$ cat src/rtl/tpg_pkg.sv
package tpg_pkg;

    localparam int MODE_W = 3;

    // Pattern select codes; anything that is not the ramp code behaves as fixed.
    typedef enum logic [MODE_W-1:0] {
        MODE_FIXED = 3'b000,
        MODE_RAMP  = 3'b010
    } tp_mode_e;

    // Where the ramp accumulator advances.
    typedef enum logic {
        ADV_AT_FRAME = 1'b0,
        ADV_AT_CONV  = 1'b1
    } adv_point_e;

    // Static configuration seen by the datapath.
    typedef struct packed {
        logic               en;
        logic [MODE_W-1:0]  mode;
        logic               idx_dis;
        adv_point_e         adv_point;
    } tp_cfg_t;

    function automatic logic ramp_selected(input tp_cfg_t c);
        return c.en && (c.mode == MODE_RAMP);
    endfunction

    function automatic logic advance_now(input adv_point_e p,
                                         input logic conv,
                                         input logic frame);
        return (p == ADV_AT_CONV) ? conv : frame;
    endfunction

endpackage

$ cat src/rtl/tpg_out_sel.sv
module tpg_out_sel
    import tpg_pkg::*;
#(
    parameter int NCH = 8,
    parameter int DW  = 16,
    localparam int CHW = $clog2(NCH)
) (
    input  logic           clk,
    input  logic           rst,
    input  tp_cfg_t        cfg,
    input  logic           conv_strobe,
    input  logic [CHW-1:0] slot_ch,
    input  logic [DW-1:0]  adc_data,
    input  logic [DW-1:0]  fixed_word,
    input  logic [DW-1:0]  ramp_word,
    output logic [DW-1:0]  data_out,
    output logic           out_valid
);

    logic [DW-1:0] pat_raw;
    logic [DW-1:0] pat_tagged;
    logic [DW-1:0] next_word;

    always_comb begin
        pat_raw    = ramp_selected(cfg) ? ramp_word : fixed_word;
        pat_tagged = cfg.idx_dis ? pat_raw : {pat_raw[DW-1:CHW], slot_ch};
        next_word  = cfg.en ? pat_tagged : adc_data;
    end

    always_ff @(posedge clk) begin
        if (rst) begin
            data_out  <= '0;
            out_valid <= 1'b0;
        end else begin
            out_valid <= conv_strobe;
            if (conv_strobe) begin
                data_out <= next_word;
            end
        end
    end

    AST_VALID_AFTER_STROBE: assert property (@(posedge clk) disable iff (rst)
        conv_strobe |=> out_valid);

    AST_NO_SPURIOUS_VALID: assert property (@(posedge clk) disable iff (rst)
        !conv_strobe |=> !out_valid);

    AST_HOLD_OUTPUT: assert property (@(posedge clk) disable iff (rst)
        !conv_strobe |=> $stable(data_out));

    AST_LIVE_PASS: assert property (@(posedge clk) disable iff (rst)
        (conv_strobe && !cfg.en) |=> (data_out == $past(adc_data)));

    AST_INDEX_TAG: assert property (@(posedge clk) disable iff (rst)
        (conv_strobe && cfg.en && !cfg.idx_dis) |=> (data_out[CHW-1:0] == $past(slot_ch)));

endmodule

$ cat config.mk
export PLATFORM = sky130hd
export DESIGN_NAME = tpg_out_sel
export DESIGN_NICKNAME = d
export VERILOG_FILES = /design/src/rtl/tpg_pkg.sv /design/src/rtl/tpg_out_sel.sv
export SDC_FILE = /design/constraint.sdc
export NUM_CORES = 1
export LEC_CHECK = 0
export BUFFER_PORTS_ARGS = -buffer_cell sky130_fd_sc_hd__buf_2
export CORE_MARGIN = 2
export CORE_UTILIZATION = 40
export DETAILED_ROUTE_END_ITERATION = 10
export PLACE_DENSITY = 0.76
export SETUP_SLACK_MARGIN = 0.02
export SYNTH_ARGS = -nofsm -noshare
export SYNTH_HDL_FRONTEND = slang
export SYNTH_SLANG_ARGS = --single-unit
$ cat constraint.sdc
create_clock -name clk -period 3.6 [get_ports clk]
set_clock_uncertainty 0.05 [all_clocks]
set_input_delay 0.72 -clock clk [delete_from_list [all_inputs] [get_ports clk]]
set_output_delay 0.72 -clock clk [all_outputs]
set_load 0.02 [all_outputs]
# Word level (Yosys, flattened, before mapping)
# Cells that the tools add are included.
# W data, S select, Z words.
[totals] out_inout_bits=17 ram_bits=0 elab_cells=7 memories=0 mem_bits_ro=0 ff_bits=17 latch_bits=0
[classes] n_eq_ne=1 div=0 muxes=3 bitwise_logic=0 multipliers=0 n_addsub=0 reduce_logical=1 n_shift=0 order_cmp=0
[ops] op="$mux W16" count=2
[ops] op="$eq A3 B2 Y1 const B" count=1
[ops] op="$mux W3" count=1
[ops] op="$logic_and A1 B1 Y1" count=1

# Depth between registers and ports, before layout
# Gate-level depths: netlist of run 1.
[depth] word_depth=5 ltp_mapped=5 ltp_nobuf=3

# Worst setup path after synthesis of run 1
# Ideal clock, no wire load.
[synth_path] kind="input -> register" startpoint="input cfg[2] (netlist name)" endpoint="register data_out[3]" slack_ps=1874 setup_ps=143 arrival_ps=1533 cell_stages=4 path_buffers=1 cell_sequence="or3b_4 buf_6 nor3b_2 o32ai_2"
[synth_between] elab_chain_cells=4
[synth_lines] element="start, declared" line="tpg_out_sel.sv:10" source="input tp_cfg_t cfg,"
[synth_lines] element="$eq A3 B2 Y1" line="tpg_pkg.sv:26" source="return c.en && (c.mode == MODE_RAMP);"
[synth_lines] element="$logic_and A1 B1 Y1" line="tpg_pkg.sv:26"
[synth_lines] element="$mux W16" line="tpg_out_sel.sv:25" source="pat_raw = ramp_selected(cfg) ? ramp_word : fixed_word;"
[synth_lines] element="$mux W16" line="tpg_out_sel.sv:27" source="next_word = cfg.en ? pat_tagged : adc_data;"
[synth_lines] element="end signal, assigned" line="tpg_out_sel.sv:37" source="data_out <= next_word;"
[synth_lines] element="end, declared" line="tpg_out_sel.sv:16" source="output logic [DW-1:0] data_out,"
# Every way passes these cells.
# A chain may end at the register's enable or synchronous reset.

# Worst setup path after layout of run 1
[layout_path] startpoint="input cfg[2] (netlist name)" endpoint="register data_out[14]"
# Same word-level chain as after synthesis.

==> results of run 1 <==
-- how the worst max path moves through the flow --
| stage | from | to | slack, ns |
|---|---|---|---|
| 3_5_place_dp | cfg[2] | data_out[14] | 1.36 |
| 2_1_floorplan | cfg[2] | data_out[3] | 1.87 |
| 4_1_cts | cfg[2] | data_out[14] | 1.66 |
| 5_1_grt | cfg[2] | data_out[14] | 1.55 |
| 3_3_place_gp | cfg[2] | data_out[15] | 1.43 |
| 6_report | cfg[2] | data_out[14] | 1.70 |
-- placed cells by master, fill, tap and decap left out, drive strengths merged --
cell type and count:
a21oi 3, clkbuf 4, inv 1, o2111a 3, dfxtp 17, a21o 3
nor3b 27, buf 75, o21bai 13, o21ai 3, nand4 3, nand2b 20
nand2 3, o32ai 13, or3b 1
-- cell families after synthesis --
family,count (synthesis),share of synthesized area
simple gates,54,0.381
compound gates,38,0.283
flops,17,0.274
buf+inv,14,0.0615
-- through the flow --
| stage | total power (W) | cells | util |
|---|---|---|---|
| after global placement | 0.000345 | 218 | 0.528 |
| after detailed placement | 0.000350 | 218 | 0.528 |
| after CTS | 0.000453 | 222 | 0.536 |
| final | 0.000446 | 222 | 0.536 |
| after floorplan | 0.000296 | 123 | - |
| after global routing | 0.000476 | 222 | 0.536 |
-- power groups by stage --
| stage | registers [W] | clock network (W) | logic, W |
|---|---|---|---|
| 2_1_floorplan | 0.000229 | 0 | 0.0000668 |
| 3_3_place_gp | 0.000212 | 0 | 0.000133 |
| 3_5_place_dp | 0.000213 | 0 | 0.000137 |
| 4_1_cts | 0.000208 | 0.000107 | 0.000138 |
| 5_1_grt | 0.000210 | 0.000117 | 0.000150 |
| 6_report | 0.000208 | 0.000101 | 0.000137 |
-- per-layer routing --
| metal | vias up | GRT usage | wire (um) |
|---|---|---|---|
| li1 | 594 | - | - |
| met1 | 566 | 0.225 | 1460 |
| met2 | 37 | 0.345 | 1620 |
| met3 | 4 | 0.0173 | 122 |
| met4 | 0 | 0.0794 | 51 |
| met5 | - | 0 | 0 |
-- state kept, by name (all words and copies together), names as in the netlist --
| signal | count |
|---|---|
| out_valid | 1 |
| data_out | 16 |
-- worst max-delay path, cell delays in order --
cell and delay, ns:
buf_2 0.12, nor3b_4 0.78, nor3b_1 0.12, o32ai_1 0.30
-- layout make-up --
class,instances,area [um^2],area share
flip-flops and latches,17,340,0.211
multi-input cells,92,823,0.511
inverters,1,3.75,0.00233
repair buffers,75,375,0.233
clock buffers,4,26.3,0.0163
well taps,33,41.3,0.0256
==> summary.txt, run 1 <==
Outcome
  – Outcome: finished clean

STA
  – Tcrit/Tclk final: 0.528
  – Slew Limit Fails: 0
  – Hold Slack: 0.440 ns
  – Final hold vios: 0
  – Tightest Pin Transition: 0.936 ns
  – Slew headroom: 0.375
  – Final setup fails: 0
  – Minimum clock period: around 1.9 ns
  – Setup WS post-layout: roughly 1.7 ns
  – Fmax: about 0.53 GHz
  – Final TNS setup: 0 ns
  – RSZ-0062 raised after global routing: false

Power
  – Clk network pwr share: 0.227
  – Pwr/cell area: 277 mW/mm^2
  – Combinational share of power: 0.306
  – Cell-internal power: 0.000311 W
  – Sw power: 0.000134 W
  – Share of power burned in registers: 0.467
  – Worst VDD drop: roughly 0.12 mV
  – LEAKAGE: 0.698 nW
  – Sw Share: 0.302

Clock network
  – Clk_lat worst skew: roughly 0.28 ns
  – Hold-fix buffers, CTS: 0
  – Total CTS buffers: 3
  – Post-cts sizing count: 0
  – H-tree lvl count: 1
  – Clk root buf: clkbuf_4
  – Maximum clock path buffer count: 2
  – Post-CTS Setup Bufs: 0
  – Clk slew on worst S/H paths: about 0.10 ns
  – Sinks on Clock Net: 17
  – CTS tree: built

Setup path
  – WP data arrival: 2.05 ns
  – R2R setup slack: around 2.8 ns
  – FF-to-FF path depth: 3
  – WS Path Type: in -> reg
  – Worst R2R Start: data_out[2]
  – Crit path max fanout: 19
  – Worst Setup End Kind: flop
  – Startpoint types: input pin
  – RR Endpoint: data_out[2]
  – WP data required: 3.75 ns

Worst hold path
  – Hold Path Class: reg -> reg
  – Hold_sp: data_out[11]
  – Hold path endpoint: data_out[11]
  – Hold path cells: 2

Placed design
  – Pre-CTS WS: between 1 and 1.5 ns
  – Placed cell areas: ~0.0016 mm^2
  – RD Place Congestion: 0.717
  – PortBufs: 75
  – DP Wirelength: about 2.4 mm

Flow run
  – Max_cap viols: 0

Global route
  – Largest net degree at the start of global routing: 49
  – Total global routing track utilization: 0.190
  – First-pass GRT wire length: around 5.2 mm
  – Initial antenna violation count: 0
  – Vias in the first global route: roughly 1200
  – Remaining Overflow, GRT: 0

Detailed routing
  – DR iter-0 viols: 37
  – Drt total wl: around 3.3 mm
  – Post-route DRC: 0
  – WL per Instance: roughly 15 um
  – Vias per inst: 5.41
  – Via count: between 1000 and 1500
  – ANT nets after route: 0
  – DR pass1 iterations: 4

Die
  – Row count: 20
  – Width of the die: 59.7 um
  – Die footprint: roughly 0.0036 mm^2
  – Core area: roughly 0.003 mm^2
  – Io pins: 77
  – Initial Util: 0.413
  – Die Ht: between 50 and 60 um

Logic synthesis
  – Synthesized area: around 0.0012 mm^2
  – Syn_nets: about 180
  – Avg Cell Area, Syn: about 10 um^2
  – Yosys reg bits: 17
  – Top area cells in the synthesized netlist: dfxtp_1 (27%), nor3b_2 (17%), nand2b_1 (9.6%), o32ai_2 (9.2%), o21bai_1 (7.9%)
  – Most frequent cell after synthesis: nand2b_1
  – Main flop type after synthesis: dfxtp_1
  – Synth unique cells: 22
  – Post-synth top cells: nand2b_1 (19), dfxtp_1 (17), nor3b_2 (17), o21bai_1 (13), nor3b_1 (9)
  – Synth async-reset ratio: 0
  – Syn Inst Count: 123
  – Post-synth top area cell: dfxtp_1
  – YS warnings: 0
  – Yosys top cell area share: 0.274
  – Post-synth EDFFs: 0
  – Sequential element share of the synthesized area: 0.274

Layout
  – Layout cells sized above 1: 0.556
  – Final nets: 250
  – Number of fill cells: 290
  – Final Instance Area: 0.00161 mm^2
  – P&R area growth vs syn: 29.9%
  – Ant diodes: 0
No activity file was read; power rests on OpenSTA's default activity.
==> inputs of run 2 (changes only) <==
- CORE_UTILIZATION: 40 -> 38
- PLACE_DENSITY: 0.76 -> 0.75
- clock period: 3.6 -> 1.7 ns (I/O delays scaled with it)
==> run 2 against run 1 <==
  * Die area increased by 4.9%
  * Critical path depth unchanged
  * Final cell count increased by 6.8%
  * Total power increased by 120%
  * Critical endpoint is now data_out[10]
  * Highest routed layer unchanged
==> summary.txt, run 2 (synthesized netlist as in run 1, its figures left out) <==
Outcome
  – Outcome: finished clean

Power
  – Pwr/cell area: roughly 570 mW/mm^2
  – LEAKAGE: roughly 0.73 nW
  – Power after layout: 0.000961 W
  – Worst VDD drop: ~0.40 mV

Clock network
  – Total CTS buffers: 3
  – Maximum clock path buffer count: 2
  – Post-cts sizing count: 0
  – Clk slew on worst S/H paths: about 0.1 ns
  – Clk_lat worst skew: around 0.28 ns
  – Post-CTS Setup Bufs: 0
  – Hold-fix buffers, CTS: 0
  – Sinks on Clock Net: 17
  – H-tree lvl count: 1
  – CTS tree: built
  – Clk root buf: clkbuf_4

Setup path
  – Worst Setup End Kind: flop
  – Crit path max fanout: 13
  – WP data arrival: 1.33 ns
  – WP data required: 1.82 ns
  – Startpoint types: input pin
  – FF-to-FF path depth: 3
  – WS Path Type: in -> reg

STA
  – Final TNS setup: 0 ns
  – Slew headroom: 0.824
  – Minimum clock period: ~1.2 ns
  – Slew Limit Fails: 0
  – Tcrit/Tclk final: 0.710
  – Final hold vios: 0
  – RSZ-0062 raised after global routing: false
  – Tightest Pin Transition: roughly 0.26 ns
  – Fmax: roughly 0.83 GHz
  – Final setup fails: 0
  – Setup WS post-layout: about 0.49 ns

Die
  – Die Ht: a little over 60 um
  – Io pins: 77
  – Row count: 20
  – Initial Util: 0.403
  – Die footprint: 0.00374 mm^2
  – Width of the die: between 60 and 70 um
  – Core area: 0.00308 mm^2

Global route
  – First-pass GRT wire length: between 4 and 5 mm
  – Vias in the first global route: about 1100
  – Remaining Overflow, GRT: 0
  – Initial antenna violation count: 0
  – Total global routing track utilization: 0.182
  – Largest net degree at the start of global routing: 34

Placed design
  – PortBufs: 75
  – Pre-CTS WS: 0.177 ns
  – DP Wirelength: about 2.5 mm
  – RD Place Congestion: approximately 0.75
  – Cells after DPL: 233

Layout
  – Util after Layout: 0.546
  – Max reg flops: 16
  – Final nets: approximately 250
  – Most common cell after layout, fill and taps aside: buf_2
  – Ant diodes: 0
  – P&R area growth vs syn: 35.4%
  – Biggest regs: data_out x16, out_valid x1
  – Non-Filler Instances: about 240
  – Commonest cells after routing, fill and taps aside: buf_2 (75), nand2b_1 (19), nor3b_2 (17), dfxtp_1 (17), o21bai_1 (13)
  – Layout cells sized above 1: 0.565
  – Top reg by flops: data_out

Detailed routing
  – WL per Instance: 13.9 um
  – Drt total wl: between 3 and 4 mm
  – Post-route DRC: 0
  – ANT nets after route: 0
  – DR pass1 iterations: 2
  – Via count: 1204
  – Vias per inst: between 5 and 6
  – DR iter-0 viols: between 40 and 50

Worst hold path
  – Hold Path Class: in -> reg
  – Hold path cells: 3

Flow run
  – Max_cap viols: 0
==> run 2: changes by cell type in the layout (fill, tap and decap cells not counted) <==
cell	before	now
buf_4	0	2
buf_12	0	2
==> run 2: area by class of cell <==
cell class              instances  area (um^2)
repair buffers                 79          430
well taps                      44         55.1
flip-flops and latches         17          340
inverters                       1         3.75
multi-input cells              92          823
clock buffers                   4         26.3
fillers                       295         1400
==> run 2: final timing paths <==
check / end / slack [ns] / from
max reg2reg: data_out[2] / 0.87 / data_out[2]
max: data_out[10] / 0.49 / cfg[2]
min reg2reg: data_out[12] / 0.44 / data_out[12]
min: data_out[1] / 0.27 / ramp_word[1]
==> run 2: power breakdown <==
group / switching [W] / total, W / internal (W) / leakage [nW]
Clock: 0.000125 / 0.000216 / 0.0000910 / 0.0150
Combinational: 0.000152 / 0.000304 / 0.000152 / 0.570
Sequential: 0.0000137 / 0.000441 / 0.000427 / 0.141
==> run 2: critical path, cell delays in order <==
cell,delay [ns]
buf_2,0.12
or3b_4,0.51
nor3b_1,0.23
o32ai_1,0.11
==> run 2: layer usage <==
metal	vias up	track usage	share of wire
li1	599	-	-
met1	550	0.227	0.45
met2	51	0.315	0.47
met3	4	0.0294	0.077
met4	0	0.0652	0.010
met5	-	0	0
==> run 2: stage by stage <==
| stage | cell area, um^2 | hold slack (ns) |
|---|---|---|
| floorplan | 1240 | 0.453 |
| global placement | 1650 | 0.424 |
| detailed placement | 1650 | 0.433 |
| CTS | 1680 | 0.264 |
| global route | 1680 | 0.271 |
| finish | 1680 | 0.272 |
==> inputs of run 3 (changes only) <==
- CORE_UTILIZATION: 38 -> 40
- PLACE_DENSITY: 0.75 -> 0.76
- clock period: 1.7 -> 1.2 ns (I/O delays scaled with it)
==> run 3 against run 2 <==
  * Critical path depth rose by 2
  * Worst hold slack got worse by 0.10 ns
  * Global-route usage rose by 1.9 points
  * Register-to-register slack got worse by 0.50 ns
  * Total power rose by 43%
  * Sequential share of layout area fell by 0.11 points
  * Combinational power rose by 45%
  * Final area rose by 0.52%
  * Wire length rose by 5.3%
  * Sequential cell count did not move
  * Die area fell by 4.7%
==> summary.txt, run 3 (synthesized netlist as in run 1, its figures left out) <==
Flow run
  – Max_cap viols: 0

Clock network
  – Clk_lat worst skew: about 0.28 ns
  – Sinks on Clock Net: 17
  – Hold-fix buffers, CTS: 0
  – Maximum clock path buffer count: 2
  – Post-cts sizing count: 0
  – Clk slew on worst S/H paths: ~0.10 ns
  – Post-CTS Setup Bufs: 0
  – Clk root buf: clkbuf_4
  – H-tree lvl count: 1
  – Total CTS buffers: 3
  – CTS tree: built

Die
  – Die Ht: 59.7 um
  – Initial Util: 0.413
  – Io pins: 77
  – Die footprint: ~0.0036 mm^2
  – Width of the die: between 50 and 60 um
  – Core area: about 0.003 mm^2
  – Row count: 20

STA
  – Final TNS setup: 0 ns
  – RSZ-0062 raised after global routing: false
  – Tcrit/Tclk final: 0.950
  – Fmax: 0.877 GHz
  – Minimum clock period: 1.14 ns
  – Slew Limit Fails: 0
  – Tightest Pin Transition: between 0.2 and 0.3 ns
  – Final setup fails: 0
  – Final hold vios: 0
  – Slew headroom: 0.830

Power
  – Cell-internal power: roughly 0.00096 W
  – Clk network pwr share: 0.224
  – Share of power burned in registers: 0.456
  – Worst VDD drop: 0.448 mV
  – Sw power: ~0.00042 W
  – Combinational share of power: 0.321
  – LEAKAGE: around 0.74 nW
  – Pwr/cell area: just over 800 mW/mm^2
  – Sw Share: 0.304

Setup path
  – Crit path max fanout: 19
  – WP data required: about 1.3 ns
  – WP data arrival: around 1.3 ns
  – WS Path Type: in -> reg
  – Crit path launch: cfg[2]
  – CP endpoint: data_out[15]
  – FF-to-FF path depth: 3
  – R2R setup slack: about 0.37 ns
  – Worst R2R Start: data_out[1]
  – RR Endpoint: data_out[1]
  – Startpoint types: input pin
  – Worst Setup End Kind: flop

Detailed routing
  – DR pass1 iterations: 4
  – Drt total wl: between 3 and 4 mm
  – Via count: ~1200
  – WL per Instance: 15.2 um
  – Post-route DRC: 0
  – DR iter-0 viols: between 40 and 50
  – Vias per inst: roughly 5.4
  – ANT nets after route: 0

Layout
  – Number of fill cells: 272
  – P&R area growth vs syn: 36.1%
  – Util after Layout: 0.562
  – Layout cells sized above 1: 0.571
  – Commonest cells after routing, fill and taps aside: buf_2 (75), nand2b_1 (19), nor3b_2 (17), dfxtp_1 (17), o21bai_1 (13)
  – Non-Filler Instances: between 200 and 250
  – Biggest regs: data_out x16, out_valid x1
  – Top reg by flops: data_out
  – Final Instance Area: about 0.0017 mm^2
  – Ant diodes: 0
  – Final nets: 257
  – Most common cell after layout, fill and taps aside: buf_2
  – Max reg flops: 16

Global route
  – Remaining Overflow, GRT: 0
  – Vias in the first global route: 1273
  – Initial antenna violation count: 0
  – Largest net degree at the start of global routing: 49
  – Total global routing track utilization: 0.201
  – First-pass GRT wire length: ~5.5 mm

Placed design
  – PortBufs: between 70 and 80
  – Placed cell areas: roughly 0.0017 mm^2
  – RD Place Congestion: between 0.7 and 0.8
  – Cells after DPL: 225
  – DP Wirelength: 2.58 mm

Outcome
  – Outcome: finished clean

Worst hold path
  – Hold Path Class: in -> reg
run 3: cell count changes in the layout (fill, tap and decap cells not counted), sizes merged:
cell,change
buf,+3
run 3: critical path, stage by stage:
cell and delay [ns]:
buf_2 0.10, buf_4 0.13, nor3b_4 0.22, buf_12 0.20, nor3b_1 0.07, o32ai_1 0.30
run 3: per-layer routing:
layer | global-route usage | share of wire
met5 | 0 | 0
met4 | 0.0603 | 0.011
met3 | 0.0216 | 0.047
met2 | 0.385 | 0.54
met1 | 0.229 | 0.41
run 3: power by group through the flow:
stage / registers [W] / logic (W) / clock network (W)
after detailed placement: 0.000640 / 0.000444 / 0
after CTS: 0.000627 / 0.000445 / 0.000324
after global placement: 0.000636 / 0.000427 / 0
after global routing: 0.000631 / 0.000475 / 0.000354
final: 0.000627 / 0.000441 / 0.000307
after floorplan: 0.000688 / 0.000200 / 0
run 3: worst min-delay path by stage:
stage | end | slack [ns] | cells after the start | startpoint
after floorplan | data_out[2] | 0.35 | 2 | ramp_word[2]
after global placement | data_out[11] | 0.42 | 2 | data_out[11]
after detailed placement | data_out[13] | 0.44 | 2 | data_out[13]
after CTS | data_out[2] | 0.15 | 3 | ramp_word[2]
after global routing | data_out[2] | 0.15 | 3 | ramp_word[2]
final | data_out[0] | 0.17 | 3 | ramp_word[0]
run 3: area by class of cell:
type / instances / area (um^2) / share of cell area
multi-input combinational: 92 / 823 / 0.488
timing repair buffer: 82 / 453 / 0.268
sequential: 17 / 340 / 0.202
clock buffer: 4 / 26.3 / 0.0156
inverter: 1 / 3.75 / 0.00222
tap: 33 / 41.3 / 0.0245
run 3: stage by stage:
stage               setup WS, ns  hold WS [ns]  total power [W]
floorplan                -0.0457         0.353         0.000889
global placement          -0.160         0.420          0.00106
detailed placement        -0.239         0.438          0.00108
CTS                       0.0721         0.153          0.00140
global route              0.0375         0.154          0.00146
finish                    0.0602         0.170          0.00137
